--- src/rtl/pswallow_div.sv ---
module pswallow_div #(
  parameter int M_W = 12,
  parameter int A_W = 3
) (
  input  logic                 clk_in,
  input  logic                 rst_n,
  input  logic [M_W+A_W-1:0]   ratio_word,
  input  logic                 test_en,
  output logic                 fpd,
  output logic                 p0_out
);
  localparam int W    = M_W + A_W;
  localparam int BASE = 1 << A_W;
  localparam int PC_W = A_W + 1;

  logic [PC_W-1:0] pre_cnt;
  logic [M_W-1:0]  m_rem;
  logic [A_W-1:0]  a_rem;
  logic            half;

  wire [M_W-1:0]  m_new    = ratio_word[W-1:A_W];
  wire [A_W-1:0]  a_new    = ratio_word[A_W-1:0];
  wire            swallow  = (a_rem != '0);
  wire [PC_W-1:0] pre_last = swallow ? PC_W'(BASE) : PC_W'(BASE - 1);
  wire            pre_end  = (pre_cnt == pre_last);
  wire            idle     = (m_rem == '0);
  wire            wrap     = pre_end && (m_rem == M_W'(1));

  always_ff @(posedge clk_in) begin
    if (!rst_n) begin
      pre_cnt <= '0;
      m_rem   <= '0;
      a_rem   <= '0;
      fpd     <= 1'b0;
      half    <= 1'b0;
    end else begin
      fpd <= wrap;
      if (wrap) half <= ~half;
      if (idle || wrap) begin
        pre_cnt <= '0;
        m_rem   <= m_new;
        a_rem   <= a_new;
      end else if (pre_end) begin
        pre_cnt <= '0;
        m_rem   <= m_rem - M_W'(1);
        if (swallow) a_rem <= a_rem - A_W'(1);
      end else begin
        pre_cnt <= pre_cnt + PC_W'(1);
      end
    end
  end

  assign p0_out = test_en & half;
endmodule

--- config.mk ---
export PLATFORM = sky130hd
export DESIGN_NAME = pswallow_div
export DESIGN_NICKNAME = d
export VERILOG_FILES = /design/src/rtl/pswallow_div.sv
export SDC_FILE = /design/constraint.sdc
export NUM_CORES = 1
export LEC_CHECK = 0
export CAP_MARGIN = 20
export CORE_MARGIN = 10
export CORE_UTILIZATION = 57
export DETAILED_ROUTE_END_ITERATION = 6
export HOLD_SLACK_MARGIN = 0.03
export PLACE_DENSITY = 0.82
export SLEW_MARGIN = 20
export SYNTH_ARGS = -nofsm -noshare
export SYNTH_HDL_FRONTEND = slang
export SYNTH_SLANG_ARGS = --single-unit
--- constraint.sdc ---
create_clock -name clk_in -period 6.77 [get_ports clk_in]
set_input_delay 1.6925 -clock clk_in [delete_from_list [all_inputs] [get_ports clk_in]]
set_output_delay 1.6925 -clock clk_in [all_outputs]
set_load 0.02 [all_outputs]
==> results.json <==
{
  "die-height_um": 67.85,
  "fill_cells": 178,
  "rsz0062_at_grt": "false",
  "clock.fmax_mhz": 219.9,
  "regArea_um2": 420.4,
  "hold_violations": 0,
  "placeableCoreArea_um2": 2191,
  "static-leakage-power_nw": 0.5561,
  "io_pins": 20,
  "hold_buffers": 0,
  "final_util_pct": 68.76,
  "place_ws_ns": 2.216,
  "cts_resized": 0,
  "vdd_drop_max_mv": 0.3820,
  "synth_cell_types": 54,
  "tightest_slew_ns": 0.9629,
  "fin_crit_sh_pct": 67.17,
  "setup-violations-final": 0,
  "wire_per_inst_um": 16.03,
  "diodes": 0,
  "total_power_mw": 0.8318,
  "fin_nets": 189,
  "clkSinkCount": 21,
  "drcViolationCount": 0,
  "die-area_um2": 4604,
  "routabilityCongestion": 0.8926,
  "area.growth.synth_to_final_pct": 15.44,
  "grt_pass1_wl_mm": 5.154,
  "cts_root_buffer": "clkbuf_4",
  "fin_cells": 193,
  "powerDensity_nw_per_um2": 552.1,
  "drive_gt1_share_pct": 13.94,
  "setup_slack_ns": 2.222,
  "finalClockSkew_ns": 0.007461,
  "insertion_delay_ns": 0.31,
  "dp_hpwl_mm": 2.311,
  "multi_input_area_um2": 799.5,
  "grt_pass1_vias": 1104,
  "slew_headroom_pct": 35.21,
  "hold_path_class": "reg2reg",
  "drv_cap": 0,
  "clk_path_buf_depth": 2,
  "rows": 17,
  "finalInstanceArea_um2": 1506,
  "synth_edf_count": 0,
  "end_kind": "output port",
  "crit_type": "in2out",
  "async_flop_share_pct": 0,
  "fin_crit_ns": 4.548,
  "final_max_slew_viol_count": 0,
  "syn_inst": 149,
  "synth_nets": 172,
  "ys.flop_type": "dfxtp_1",
  "vias_per_cell": 6.130,
  "synth_top_area_cell": "dfxtp_1",
  "cts_buffers": 3,
  "ant_nets": 0,
  "drtPass1Iterations": 4,
  "port_buffers": 19,
  "start_kind": "input pin",
  "worstPathRequired_ns": 5.08,
  "synth.avg_cell_area_um2": 8.758,
  "grt.overflow.total": 0,
  "totalWireLength_mm": 3.094,
  "place_area_um2": 1479,
  "setup_tns_ns": 0,
  "synth.area.top_cells": "dfxtp_1 (32%), ha_1 (4.8%), nand3_1 (3.5%), nor2_1 (3.2%), nand2_1 (2.9%)",
  "start_util_pct": 59.57,
  "ctsHtreeMaxLevel": 1,
  "outcome": "completed",
  "die_w_um": 67.85,
  "cp.arrival_ns": 2.86,
  "postCtsSetupRepairBufs": 0,
  "syn-cell-area_um2": 1305,
  "antenna_found_initial": 0,
  "grt_max_degree": 14,
  "holdWs_ns": 0.5282,
  "num_vias": 1183,
  "yosysWarningCount": 0,
  "clk_pin_slew_ns": 0.13,
  "cp_max_fo": 1,
  "netlist.area_leader.share_pct": 32.21,
  "ys_ff_latch": 21,
  "ys_seq_area_share_pct": 32.21,
  "grt_use_total_pct": 14.24,
  "cts_tree": "built",
  "dp_cells": 189,
  "drtIter0Drc": 86
}
## worst paths after layout
kind,end,cells past startpoint,slack [ns],from
worst min-delay path,half,2,0.53,half
worst min register to register,half,2,0.53,half
worst max register to register,m_rem[7],8,4.39,a_rem[0]
worst max-delay path,p0_out,3,2.22,test_en
## synth_stat cells (2+ instances only)
cell	count
dfxtp_1	21
a311oi_1	2
o21ai_1	3
nor4_2	2
nor3_1	2
nand4_1	3
a211oi_1	3
o21ai_0	3
or2_2	2
o22ai_1	2
buf_6	2
and2_1	4
o211ai_1	5
nand3_1	9
nor2_1	11
and3_2	2
a21oi_1	7
a31oi_1	2
inv_1	9
xnor2_1	3
ha_1	5
nand2_1	10
or4_1	2
o311ai_0	2
nand3_2	2
mux2i_1	3
## power by group
part / switching, mW / leakage [nW] / internal (mW) / total (mW)
clock network: 0.0416 / 0.0177 / 0.0221 / 0.0637
registers: 0.0494 / 0.172 / 0.165 / 0.214
logic: 0.327 / 0.367 / 0.227 / 0.554
total: 0.418 / 0.556 / 0.413 / 0.832
## flip-flops by register name, indices dropped and copies added (netlist names)
name	count
fpd	1
a_rem	3
m_rem	12
pre_cnt	4
half	1
## per-layer routing
layer	track usage, %	up-vias	wire length, µm
met1	19.30	551	1473
met4	5.528	0	40
met2	21.01	34	1373
met5	0	-	0
met3	3.752	4	207
li1	-	594	-
## cells by family after synthesis
family	share of synthesized area [%]
buffers and inverters	6.519
and+or+nand+nor	30.39
adders and majority gates	4.794
DFF	32.21
xor gates and xnor gates	2.685
muxes	2.301
AOI/OAI and AO/OA	21.09
## cells in the final DEF (no fill, tap or decap), drive strengths merged, types with 3 or more instances in the layout
cell type,count
a211oi,3
a21oi,7
and2,4
and3,3
clkbuf,3
clkdlybuf4s50,19
dfxtp,21
ha,5
inv,9
mux2i,3
nand2,11
nand3,11
nand4,4
nor2,11
nor3,3
nor4,4
o211ai,5
o21ai,7
o311ai,3
xnor2,3
## final cells by class
type,count,area share (%)
multi-input combinational,112,53.07
inverter,9,2.243
tap,28,2.326
clock inverter,1,0.3322
timing repair buffer,19,12.62
clock buffer,3,1.495
sequential,21,27.91
## worst max-delay path: stages
cell,delay (ns)
clkdlybuf4s50_1,0.45
and2_1,0.12
clkdlybuf4s50_1,0.60
(Power assumes the default switching activity.)
